**config.mk**
```make
export PLATFORM = sky130hd
export DESIGN_NAME = uart_rx_lsr
export DESIGN_NICKNAME = d
export VERILOG_FILES = /design/src/rtl/uart_rx_pkg.sv /design/src/rtl/uart_rx_ctrl.sv /design/src/rtl/uart_rx_dp.sv /design/src/rtl/uart_rx_lsr.sv
export SDC_FILE = /design/constraint.sdc
export NUM_CORES = 1
export LEC_CHECK = 0
export BUFFER_PORTS_ARGS = -buffer_cell sky130_fd_sc_hd__buf_4
export CAP_MARGIN = 20
export CORE_MARGIN = 5
export CORE_UTILIZATION = 60
export CTS_BUF_LIST = sky130_fd_sc_hd__clkbuf_8
export DETAILED_ROUTE_END_ITERATION = 10
export PLACE_DENSITY = 0.89
export SYNTH_ARGS = -nofsm -noshare
export SYNTH_HDL_FRONTEND = slang
export SYNTH_SLANG_ARGS = --single-unit
export TNS_END_PERCENT = 10
```
**constraint.sdc**
```tcl
create_clock -name clk -period 4.69 [get_ports clk]
set_input_delay 0.938 -clock clk [delete_from_list [all_inputs] [get_ports clk]]
set_output_delay 0.938 -clock clk [all_outputs]
set_load 0.01 [all_outputs]
```
**src/rtl/uart_rx_pkg.sv**
```systemverilog
package uart_rx_pkg;

  localparam logic [1:0] ADDR_DATA = 2'd0;
  localparam logic [1:0] ADDR_CFG  = 2'd1;
  localparam logic [1:0] ADDR_LSR  = 2'd2;

  typedef struct packed {
    logic       fifoEn;
    logic [1:0] wordLen;
    logic       parEn;
    logic       parEven;
    logic       lsiEn;
  } rxCfg_t;

  // strobes from the sampling control to the datapath
  typedef struct packed {
    logic capData;
    logic capParity;
    logic bitVal;
    logic frameDone;
    logic frameErr;
    logic breakHit;
  } rxStrobe_t;

  typedef struct packed {
    logic       brk;
    logic       frm;
    logic       par;
    logic [7:0] data;
  } rxEntry_t;

endpackage

```
**src/rtl/uart_rx_ctrl.sv**
```systemverilog
module uart_rx_ctrl
  import uart_rx_pkg::*;
#(
  parameter int OVERSAMPLE = 16
) (
  input  logic       clk,
  input  logic       rstN,
  input  logic       baudTick,
  input  logic       rxIn,
  input  logic [1:0] wordLen,
  input  logic       parEn,
  output rxStrobe_t  strobe
);

  localparam int CW = $clog2(OVERSAMPLE);
  localparam logic [CW-1:0] MID_CNT  = CW'(OVERSAMPLE / 2 - 1);
  localparam logic [CW-1:0] LAST_CNT = CW'(OVERSAMPLE - 1);

  typedef enum logic [2:0] {
    S_IDLE, S_START, S_DATA, S_PAR, S_STOP, S_BREAK
  } rxState_t;

  rxState_t        state;
  logic            rxMeta, rxSync;
  logic [CW-1:0]   tickCnt;
  logic [2:0]      bitIdx;
  logic            allZero;
  logic [2:0]      lastIdx;
  logic            atEnd;

  assign lastIdx = 3'd4 + {1'b0, wordLen};
  assign atEnd   = baudTick && (tickCnt == LAST_CNT);

  always_ff @(posedge clk or negedge rstN) begin
    if (!rstN) begin
      rxMeta <= 1'b1;
      rxSync <= 1'b1;
    end else begin
      rxMeta <= rxIn;
      rxSync <= rxMeta;
    end
  end

  always_comb begin
    strobe           = '0;
    strobe.bitVal    = rxSync;
    strobe.capData   = atEnd && (state == S_DATA);
    strobe.capParity = atEnd && (state == S_PAR);
    strobe.frameDone = atEnd && (state == S_STOP);
    strobe.frameErr  = strobe.frameDone && !rxSync && !allZero;
    strobe.breakHit  = strobe.frameDone && !rxSync && allZero;
  end

  always_ff @(posedge clk or negedge rstN) begin
    if (!rstN) begin
      state   <= S_IDLE;
      tickCnt <= '0;
      bitIdx  <= '0;
      allZero <= 1'b0;
    end else if (baudTick) begin
      unique case (state)
        S_IDLE: begin
          if (!rxSync) begin
            state   <= S_START;
            tickCnt <= '0;
          end
        end
        S_START: begin
          if (tickCnt == MID_CNT) begin
            tickCnt <= '0;
            bitIdx  <= '0;
            allZero <= 1'b1;
            state   <= rxSync ? S_IDLE : S_DATA;
          end else begin
            tickCnt <= tickCnt + 1'b1;
          end
        end
        S_DATA: begin
          if (tickCnt == LAST_CNT) begin
            tickCnt <= '0;
            if (rxSync) allZero <= 1'b0;
            if (bitIdx == lastIdx) state <= parEn ? S_PAR : S_STOP;
            else                   bitIdx <= bitIdx + 1'b1;
          end else begin
            tickCnt <= tickCnt + 1'b1;
          end
        end
        S_PAR: begin
          if (tickCnt == LAST_CNT) begin
            tickCnt <= '0;
            if (rxSync) allZero <= 1'b0;
            state <= S_STOP;
          end else begin
            tickCnt <= tickCnt + 1'b1;
          end
        end
        S_STOP: begin
          if (tickCnt == LAST_CNT) begin
            if (rxSync) begin
              state <= S_IDLE;
            end else if (allZero) begin
              state <= S_BREAK;
            end else begin
              // low stop bit becomes the next start bit: check it once more
              state   <= S_START;
              tickCnt <= MID_CNT - 1'b1;
            end
          end else begin
            tickCnt <= tickCnt + 1'b1;
          end
        end
        S_BREAK: begin
          if (rxSync) state <= S_IDLE;
        end
        default: state <= S_IDLE;
      endcase
    end
  end

  AST_BREAK_WAITS_HIGH: assert property (@(posedge clk) disable iff (!rstN)
    (state == S_BREAK && !rxSync) |=> (state == S_BREAK));
  AST_GLITCH_DROPPED: assert property (@(posedge clk) disable iff (!rstN)
    (state == S_START && baudTick && tickCnt == MID_CNT && rxSync) |=> (state == S_IDLE));
  AST_FRAME_FLAGS_EXCL: assert property (@(posedge clk) disable iff (!rstN)
    !(strobe.frameErr && strobe.breakHit));

endmodule

```
**src/rtl/uart_rx_dp.sv**
```systemverilog
module uart_rx_dp
  import uart_rx_pkg::*;
#(
  parameter int FIFO_DEPTH = 16   // power of two
) (
  input  logic       clk,
  input  logic       rstN,
  input  rxStrobe_t  strobe,
  input  logic [1:0] regAddr,
  input  logic       regWr,
  input  logic       regRd,
  input  logic [7:0] regWdata,
  output logic [7:0] regRdata,
  input  logic       txNowEmpty,
  output logic       txWrStb,
  output logic [7:0] txWrData,
  output rxCfg_t     cfg,
  output logic       irqLineStat
);

  localparam int PW   = $clog2(FIFO_DEPTH);
  localparam int CNTW = $clog2(FIFO_DEPTH + 1);
  localparam logic [CNTW-1:0] FULL_CNT = CNTW'(FIFO_DEPTH);

  logic [7:0]      shReg;
  logic            parBit;
  rxEntry_t        mem [FIFO_DEPTH];
  logic [PW-1:0]   wrPtr, rdPtr;
  logic [CNTW-1:0] count;
  rxEntry_t        hold;
  logic            holdValid;
  logic            headSeen;
  logic [2:0]      errSticky;
  logic            ovr;
  logic            thre;

  logic            lsrRead, rbrRead, cfgWr, thrWrite, flush;
  logic            full, push, pop, loadHold, ovrEvt, headChange;
  logic [2:0]      shAmt;
  logic [7:0]      newData;
  logic            parErr;
  rxEntry_t        newEntry, headEntry;
  logic            headValid;
  logic [2:0]      errBits;

  assign lsrRead  = regRd && (regAddr == ADDR_LSR);
  assign rbrRead  = regRd && (regAddr == ADDR_DATA);
  assign cfgWr    = regWr && (regAddr == ADDR_CFG);
  assign thrWrite = regWr && (regAddr == ADDR_DATA);
  assign flush    = cfgWr && (regWdata[0] != cfg.fifoEn);

  // character assembly
  assign shAmt    = 3'd3 - {1'b0, cfg.wordLen};
  assign newData  = shReg >> shAmt;
  assign parErr   = cfg.parEn && !strobe.breakHit &&
                    ((^newData ^ parBit) == cfg.parEven);
  assign newEntry = '{brk: strobe.breakHit, frm: strobe.frameErr,
                      par: parErr, data: newData};

  // storage control
  assign full       = (count == FULL_CNT);
  assign push       = strobe.frameDone && cfg.fifoEn && !full && !flush;
  assign pop        = rbrRead && cfg.fifoEn && (count != '0) && !flush;
  assign loadHold   = strobe.frameDone && !cfg.fifoEn && !flush;
  assign ovrEvt     = strobe.frameDone &&
                      (cfg.fifoEn ? full : (holdValid && !rbrRead));
  assign headChange = pop || (push && count == '0) || loadHold;

  assign headEntry  = cfg.fifoEn ? mem[rdPtr] : hold;
  assign headValid  = cfg.fifoEn ? (count != '0) : holdValid;
  assign errBits    = cfg.fifoEn ?
                      ((headValid && !headSeen) ? {headEntry.brk, headEntry.frm, headEntry.par} : 3'b000)
                      : errSticky;

  always_ff @(posedge clk) begin
    if (push) mem[wrPtr] <= newEntry;
  end

  always_ff @(posedge clk or negedge rstN) begin
    if (!rstN) begin
      shReg     <= '0;
      parBit    <= 1'b0;
      cfg       <= '{fifoEn: 1'b0, wordLen: 2'd3, parEn: 1'b0, parEven: 1'b0, lsiEn: 1'b0};
      wrPtr     <= '0;
      rdPtr     <= '0;
      count     <= '0;
      hold      <= '0;
      holdValid <= 1'b0;
      headSeen  <= 1'b0;
      errSticky <= '0;
      ovr       <= 1'b0;
      thre      <= 1'b1;
    end else begin
      if (strobe.capData)   shReg  <= {strobe.bitVal, shReg[7:1]};
      if (strobe.capParity) parBit <= strobe.bitVal;

      if (cfgWr) begin
        cfg.fifoEn  <= regWdata[0];
        cfg.wordLen <= regWdata[2:1];
        cfg.parEn   <= regWdata[3];
        cfg.parEven <= regWdata[4];
        cfg.lsiEn   <= regWdata[5];
      end

      if (flush) begin
        wrPtr     <= '0;
        rdPtr     <= '0;
        count     <= '0;
        holdValid <= 1'b0;
      end else begin
        if (push) wrPtr <= wrPtr + 1'b1;
        if (pop)  rdPtr <= rdPtr + 1'b1;
        if (push && !pop)      count <= count + 1'b1;
        else if (!push && pop) count <= count - 1'b1;
        if (loadHold) begin
          hold      <= newEntry;
          holdValid <= 1'b1;
        end else if (rbrRead && !cfg.fifoEn) begin
          holdValid <= 1'b0;
        end
      end

      // head flags: hidden once reported, revealed again for a new head
      if (lsrRead)    headSeen <= 1'b1;
      if (headChange) headSeen <= 1'b0;

      if (loadHold)
        errSticky <= (lsrRead ? 3'b000 : errSticky) |
                     {newEntry.brk, newEntry.frm, newEntry.par};
      else if (lsrRead)
        errSticky <= 3'b000;

      if (ovrEvt)       ovr <= 1'b1;
      else if (lsrRead) ovr <= 1'b0;

      if (thrWrite)        thre <= 1'b0;
      else if (txNowEmpty) thre <= 1'b1;
    end
  end

  always_comb begin
    unique case (regAddr)
      ADDR_DATA: regRdata = headValid ? headEntry.data : 8'h00;
      ADDR_CFG:  regRdata = {2'b00, cfg.lsiEn, cfg.parEven, cfg.parEn, cfg.wordLen, cfg.fifoEn};
      ADDR_LSR:  regRdata = {2'b00, thre, errBits, ovr, headValid};
      default:   regRdata = 8'h00;
    endcase
  end

  assign txWrStb     = thrWrite;
  assign txWrData    = regWdata;
  assign irqLineStat = cfg.lsiEn && (ovr || (errBits != 3'b000));

  AST_NO_OVERFLOW: assert property (@(posedge clk) disable iff (!rstN)
    count <= FULL_CNT);
  AST_FULL_SETS_OVR: assert property (@(posedge clk) disable iff (!rstN)
    (strobe.frameDone && cfg.fifoEn && full) |=> ovr);
  AST_FULL_DROPS: assert property (@(posedge clk) disable iff (!rstN)
    (strobe.frameDone && cfg.fifoEn && full && !rbrRead && !cfgWr) |=> (count == FULL_CNT));
  AST_LSR_CLEARS_OVR: assert property (@(posedge clk) disable iff (!rstN)
    (lsrRead && !strobe.frameDone) |=> !ovr);
  AST_THRE_CLEARS: assert property (@(posedge clk) disable iff (!rstN)
    thrWrite |=> !thre);
  AST_IRQ_GATED: assert property (@(posedge clk) disable iff (!rstN)
    irqLineStat |-> cfg.lsiEn);

endmodule

```
**src/rtl/uart_rx_lsr.sv**
```systemverilog
module uart_rx_lsr
  import uart_rx_pkg::*;
#(
  parameter int FIFO_DEPTH = 16,
  parameter int OVERSAMPLE = 16
) (
  input  logic       clk,
  input  logic       rstN,
  input  logic       baudTick,
  input  logic       rxIn,
  input  logic [1:0] regAddr,
  input  logic       regWr,
  input  logic       regRd,
  input  logic [7:0] regWdata,
  output logic [7:0] regRdata,
  input  logic       txNowEmpty,
  output logic       txWrStb,
  output logic [7:0] txWrData,
  output logic       irqLineStat
);

  rxStrobe_t strobe;
  rxCfg_t    cfg;

  uart_rx_ctrl #(.OVERSAMPLE(OVERSAMPLE)) ctrl_i (
    .clk      (clk),
    .rstN     (rstN),
    .baudTick (baudTick),
    .rxIn     (rxIn),
    .wordLen  (cfg.wordLen),
    .parEn    (cfg.parEn),
    .strobe   (strobe)
  );

  uart_rx_dp #(.FIFO_DEPTH(FIFO_DEPTH)) dp_i (
    .clk         (clk),
    .rstN        (rstN),
    .strobe      (strobe),
    .regAddr     (regAddr),
    .regWr       (regWr),
    .regRd       (regRd),
    .regWdata    (regWdata),
    .regRdata    (regRdata),
    .txNowEmpty  (txNowEmpty),
    .txWrStb     (txWrStb),
    .txWrData    (txWrData),
    .cfg         (cfg),
    .irqLineStat (irqLineStat)
  );

endmodule

```
# After elaboration in Yosys (flattened, before gate mapping)
# Memory sizes are Yosys's and may differ from the RTL's.
# Cells that the tools add are included.
# word_totals
register_bits	59
mem_bits_rw	176
input_bits	17
output_inout_bits	18
wordCells	182
n_memories	1
# mem_list
memory	depth	width	rd	rd_ports_with_merged_regs	wr	line_no	text
dp_i.mem	16	11	1	0	1	uart_rx_dp.sv:27	rxEntry_t mem [FIFO_DEPTH];
# op_classes
n_addsub	8
eq_ne	25
shift	1
mux	54
bitwise	3
reduce_logical	65
# op_table
cell	count
3-bit 2-to-1 mux	17
4-bit 2-to-1 mux	10
1-bit logical AND	30
8-bit case mux with 3 select lines	1
3-bit case mux with 6 select lines	1
1-bit 2-to-1 mux	16
4-bit case mux with 4 select lines	1
5-bit 2-to-1 mux	3
5-bit AND reduction	3
2-bit by 1-bit != test with 1-bit output, second input constant	7
2-bit nonzero test	7
4-bit by 1-bit adder with 4-bit output, second input constant	3
11-bit 2-to-1 mux	1
1-bit zero test	10
3-bit nonzero test	3
8-bit 2-to-1 mux	1
8-bit AND reduction	1
8-bit XOR reduction	1
8-bit by 3-bit >> shifter with 8-bit output	1
3-bit by 2-bit == test with 1-bit output, second input constant	2
3-bit == test, second input constant	2
2-bit != test, second input constant	3
3-bit != test, second input constant	2
3-bit case mux with 2 select lines	1
other kinds (27)	29

# Logic depth before layout (Yosys ltp)
# logic_depth
depth_word	11
mapped_depth	13
depth_no_buf	13

# Hierarchy
# Synthesis repeated with hierarchy kept, for this count alone.
# hier_totals
hier_cells	658
hier_area_um2	10392.5
# by_module_without_submodules
module	n_inst	cells_per_inst	area_each_um2	seq_area_each_um2
uart_rx_dp	1	546	9412.8	6364.9
uart_rx_ctrl	1	112	979.7	327.8

# Worst setup path before layout
# Ideal clock, no wire load.
# synth_timing
kind	input -> register
startpoint	in baudTick
endpoint	reg dp_i.count[4]
setup_ns	0.078
t_arrival_ns	3.603
required_time_ns	4.612
setup_slack_ns	1.010
cell_stages	12
n_path_buf	0
cell_sequence	nand4_1 -> a2111oi_4 -> o21ai_1 -> inv_1 -> ha_1 -> inv_1 -> fa_1 -> a21o_1 -> a21oi_1 -> xnor2_1 -> or3_1 -> a21oi_1
# synth_via
elab_chain_len	8
elab_cells_between_ends	11
cone_classes	2 x mux; 9 x reduce/logical
# synth_rtl
item	line_no	text
from (decl)	uart_rx_lsr.sv:9	input logic baudTick,
1-bit logical AND (*)	uart_rx_ctrl.sv:32	assign atEnd = baudTick && (tickCnt == LAST_CNT);
1-bit logical AND (*)	uart_rx_ctrl.sv:49	strobe.frameDone = atEnd && (state == S_STOP);
1-bit logical AND (*) (3 in series)	uart_rx_dp.sv:62	assign push = strobe.frameDone && cfg.fifoEn && !full && !flush;
1-bit logical AND / 1-bit zero test (equally long branches)	uart_rx_dp.sv:113, uart_rx_dp.sv:114	
5-bit 2-to-1 mux / 1-bit logical AND (equally long branches)	uart_rx_dp.sv:113, uart_rx_dp.sv:114	
5-bit 2-to-1 mux / 3-bit nonzero test (equally long branches)	--	
to (signal assigned)	uart_rx_dp.sv:113	if (push && !pop) count <= count + 1'b1;
to (signal assigned)	uart_rx_dp.sv:114	else if (!push && pop) count <= count - 1'b1;
to (decl)	uart_rx_dp.sv:29	logic [CNTW-1:0] count;
# Every way passes the cells marked *; elsewhere a longest branch is shown, timed or not.
# A chain may end at the register's enable or synchronous reset.

# Worst setup path after layout
# layout_timing
startpoint	reg dp_i.rdPtr[0]
endpoint	out regRdata[2]
# layout_via
elab_chain_len	5
elab_cells_between_ends	6
cone_classes	5 x mux; 1 x memory
# layout_rtl
item	line_no	text
from (decl)	uart_rx_dp.sv:28	logic [PW-1:0] wrPtr, rdPtr;
from (signal assigned)	uart_rx_dp.sv:112	if (pop) rdPtr <= rdPtr + 1'b1;
memory 16 x 11 bit (*)	--	
11-bit 2-to-1 mux (*)	uart_rx_dp.sv:69	assign headEntry = cfg.fifoEn ? mem[rdPtr] : hold;
3-bit 2-to-1 mux	uart_rx_dp.sv:72	((headValid && !headSeen) ? {headEntry.brk, headEntry.frm, headEntry.par} : 3'b000)
3-bit 2-to-1 mux	uart_rx_dp.sv:71	assign errBits = cfg.fifoEn ?
8-bit case mux with 3 select lines (*)	uart_rx_dp.sv:142	unique case (regAddr)
to (decl)	uart_rx_lsr.sv:15	output logic [7:0] regRdata,
# Marked as above.

==> run summary <==
- Total Routed Length: 22700 um
- xor and xnor fraction of the mapped netlist area: 0.0200
- Post-Syn Instances: 628
- number of unique standard cell types used by synthesis: 64
- Die H: 141 um
- required time worst endpoint: 3750 ps
- non-filler cells in the finished layout: 926
- CTS root buffer: clkbuf_8
- fmax: 0.236 GHz
- switching power total: 1570 uW
- number of optimization iterations in the first detailed-route pass: 5
- DR DRC count: 0
- average footprint of a synthesized cell: 16.4 um2
- warnings from Yosys: 0
- number of levels in the clock H-tree: 2
- Worst Tran Pin Value: 994 ps
- met2 wirelength from detailed routing: 11700 um
- slew margin rel.: 0.335
- Port Buf Inserts: 30
- number of buffers created by CTS: 38
- starting density of the core: 0.605
- fraction of power spent switching nets: 0.293
- crit end category: primary output
- dominant combinational cell family by area after synthesis: multiplexers
- Total Die Area: 0.0199 mm2
- via count: 5861
- most used flip-flop cell after synthesis: edfxtp_1
- simple-gate area share of the yosys netlist: 0.0642
- wire length on met1: 8710 um
- Clock Latency Late Sink: 530 ps
- arithmetic-cell share of the synthesized area counting full adders, half adders and majority gates: 0.0165
- Final #Nets: 703
- total of cells resized after clock tree synthesis: 0
- Power, Total: 5380 uW
- DRT antenna net count: 0
- syn_nets: 658
- number of enable flip-flop cells after synthesis: 176
- setup repair after global routing missed its margin: false
- total core area: 0.0171 mm2
- register share of total power: 0.475
- status: complete, no violations
- share of layout cells above drive strength 1: 0.288
- post-synthesis compound-gate area fraction: 0.0490
- detail-routed net length per standard cell: 24.5 um
- final period utilization: 0.904
- Area after DPL: 0.0107 mm2
- leakage power of the design: 0.00411 uW
- fraction of power consumed by combinational cells: 0.212
- antenna violations before repair: 0
- vias in the first global route: 6146
- clock tree skew after final layout: 25.9 ps
- internal power: 3810 uW
- clock edge transition at the registers on the reported setup and hold paths: 60 ps
- Die Wd: 141 um
- fraction of the yosys area taken by sequential cells: 0.649
- final setup vio count: 0
- aggregate negative setup slack: 0 ps
- count of hold-fix buffers inserted at cts: 0
- number of I/O pins: 35
- startpoint-to-endpoint class of the critical path: flop to primary output
- wire length on met3: 1570 um
- post-synth design cell area: 0.0103 mm2
- async set-or-reset flop fraction in the synthesized netlist: 0.241
- Site Rows: 48
- worst-path maximum fanout: 35
- Antenna Cells: 0
- Critical Path Source Type: flop
- min-delay worst type: flop to flop
- Slew Viols, Final: 0
- vias per std cell: 6.33
- total count of hold-check failures in the final report: 0
- Post-CTS Setup Bufs: 0
- routability congestion estimate: 0.885
- uppermost routed layer: met4
- worst IR drop on VDD: 0.376 mV
- mux contribution to synthesized area: 0.170
- area of all placed cells without fillers: 0.0115 mm2
- number of DRC markers in iteration 0: 641
- largest net degree at the start of global routing: 57
- count of placed standard cells including taps: 858
- minimum clock period after layout: 4240 ps
- Clock Sink Count: 232
- CTS tree: done
- global-route usage over all layers: 0.236
- clock network fraction of total power: 0.313
- max cap viols: 0
- clock tree buffer depth: 3
- overflow left after global routing: 0
- total of flip-flops plus latches after synthesis: 232
- signal arrival time at the worst endpoint: 3300 ps
- wire length of the first global-routing pass: 35400 um
- half-perimeter wire length of the detailed placement result: 14500 um
- signed area change from the synthesized netlist to the final layout: 11.2%
- power per unit of standard cell area: 469 mW/mm2
## layout by cell type (no fill, tap or decap), types with 10 or more instances in the layout
cell type and n:
mux4_2 58, ha_1 12, nand2_1 20, inv_1 24, o21ai_0 21, xnor2_1 14
nor2_1 44, edfxtp_1 176, buf_4 44, clkinv_1 14, a21oi_1 17, mux2_2 22
mux2i_1 13, and2_1 10, dfrtp_1 49, clkbuf_8 39
## worst paths after layout
kind,startpoint,end,slack (ps),depth (start not counted)
setup / recovery,dp_i.rdPtr[0],regRdata[2],450,7
hold / removal,ctrl_i.rxMeta,ctrl_i.rxSync,360,0
setup reg to reg,dp_i.cfg[5],dp_i.count[4],680,12
hold reg to reg,ctrl_i.rxMeta,ctrl_i.rxSync,360,0
max in group asynchronous,rstN,dp_i.rdPtr[1],3690,1
min in group asynchronous,rstN,ctrl_i.state[0],450,1
## kinds of logic (layout without fill, tap and decap cells)
| group | count (synthesis) | in the layout |
|---|---|---|
| simple gates | 127 | 127 |
| buf+inv | 61 | 134 |
| flops | 232 | 232 |
| fa+ha+maj | 13 | 13 |
| compound gates | 75 | 75 |
| mux | 98 | 98 |
| xor+xnor | 22 | 22 |
## metrics by stage
stage | utilization | setup WS, ps | hold slack, ps
floorplan | - | 1010 | 345
global placement | 0.630 | 620 | 348
detailed placement | 0.630 | 428 | 348
CTS | 0.672 | 384 | 361
global route | 0.672 | 252 | 363
finish | 0.672 | 450 | 360
## synth_stat cells (all sizes together) (4+ instances only)
library cell  number  share of area
xnor2             14          0.012
edfxtp           176           0.51
clkbuf            14         0.0051
dfrtp             51           0.12
buf               27          0.019
nor3               7         0.0039
nor4               6         0.0042
mux2i             14          0.014
ha                12          0.015
inv               20         0.0073
a22oi              6         0.0044
o21ai             23          0.011
nor2b              4         0.0024
and2              10         0.0061
dfstp              5          0.013
nor3b              7         0.0051
nand3              8         0.0039
a21oi             17         0.0083
mux2              26          0.030
nor2              44          0.016
mux4              58           0.13
nand2             20         0.0073
xor2               7         0.0059
## power groups by stage
stage	combinational [uW]	clock (uW)	sequential, uW
2_1_floorplan	1010	0	2430
6_report	1140	1680	2560
4_1_cts	1140	1710	2550
3_3_place_gp	1080	0	2580
3_5_place_dp	1130	0	2590
5_1_grt	1230	1820	2580
## worst max-delay path: stages (launching register included)
cell and delay, ps:
dfrtp_2 660, buf_12 320, mux4_2 570, mux4_2 510, mux2i_1 270, or2_2 180, nand3_1 70, buf_4 150
## registers in the layout, indices dropped and copies added (netlist names), 3 cells and up
signal,flops
dp_i.count,5
dp_i.hold,8
dp_i.wrPtr,4
dp_i.mem,176
ctrl_i.bitIdx,3
ctrl_i.state,3
dp_i.rdPtr,4
dp_i.shReg,8
ctrl_i.tickCnt,4
dp_i.errSticky,3
dp_i.cfg,6
## final cells by class
| type | instances | area, um2 |
|---|---|---|
| inverters | 20 | 75.1 |
| well taps | 225 | 282 |
| repair buffers | 46 | 370 |
| clock buffers | 39 | 537 |
| clock inverters | 29 | 180 |
| multi-input cells | 335 | 3330 |
| flip-flops and latches | 232 | 6700 |
| fillers | 1090 | 5590 |
## routing by layer
| layer | global-route usage | up-vias |
|---|---|---|
| li1 | - | 2536 |
| met1 | 0.317 | 3022 |
| met2 | 0.387 | 251 |
| met4 | 0.0887 | 0 |
| met3 | 0.0478 | 52 |
| met5 | 0 | - |
(Power assumes the default switching activity.)
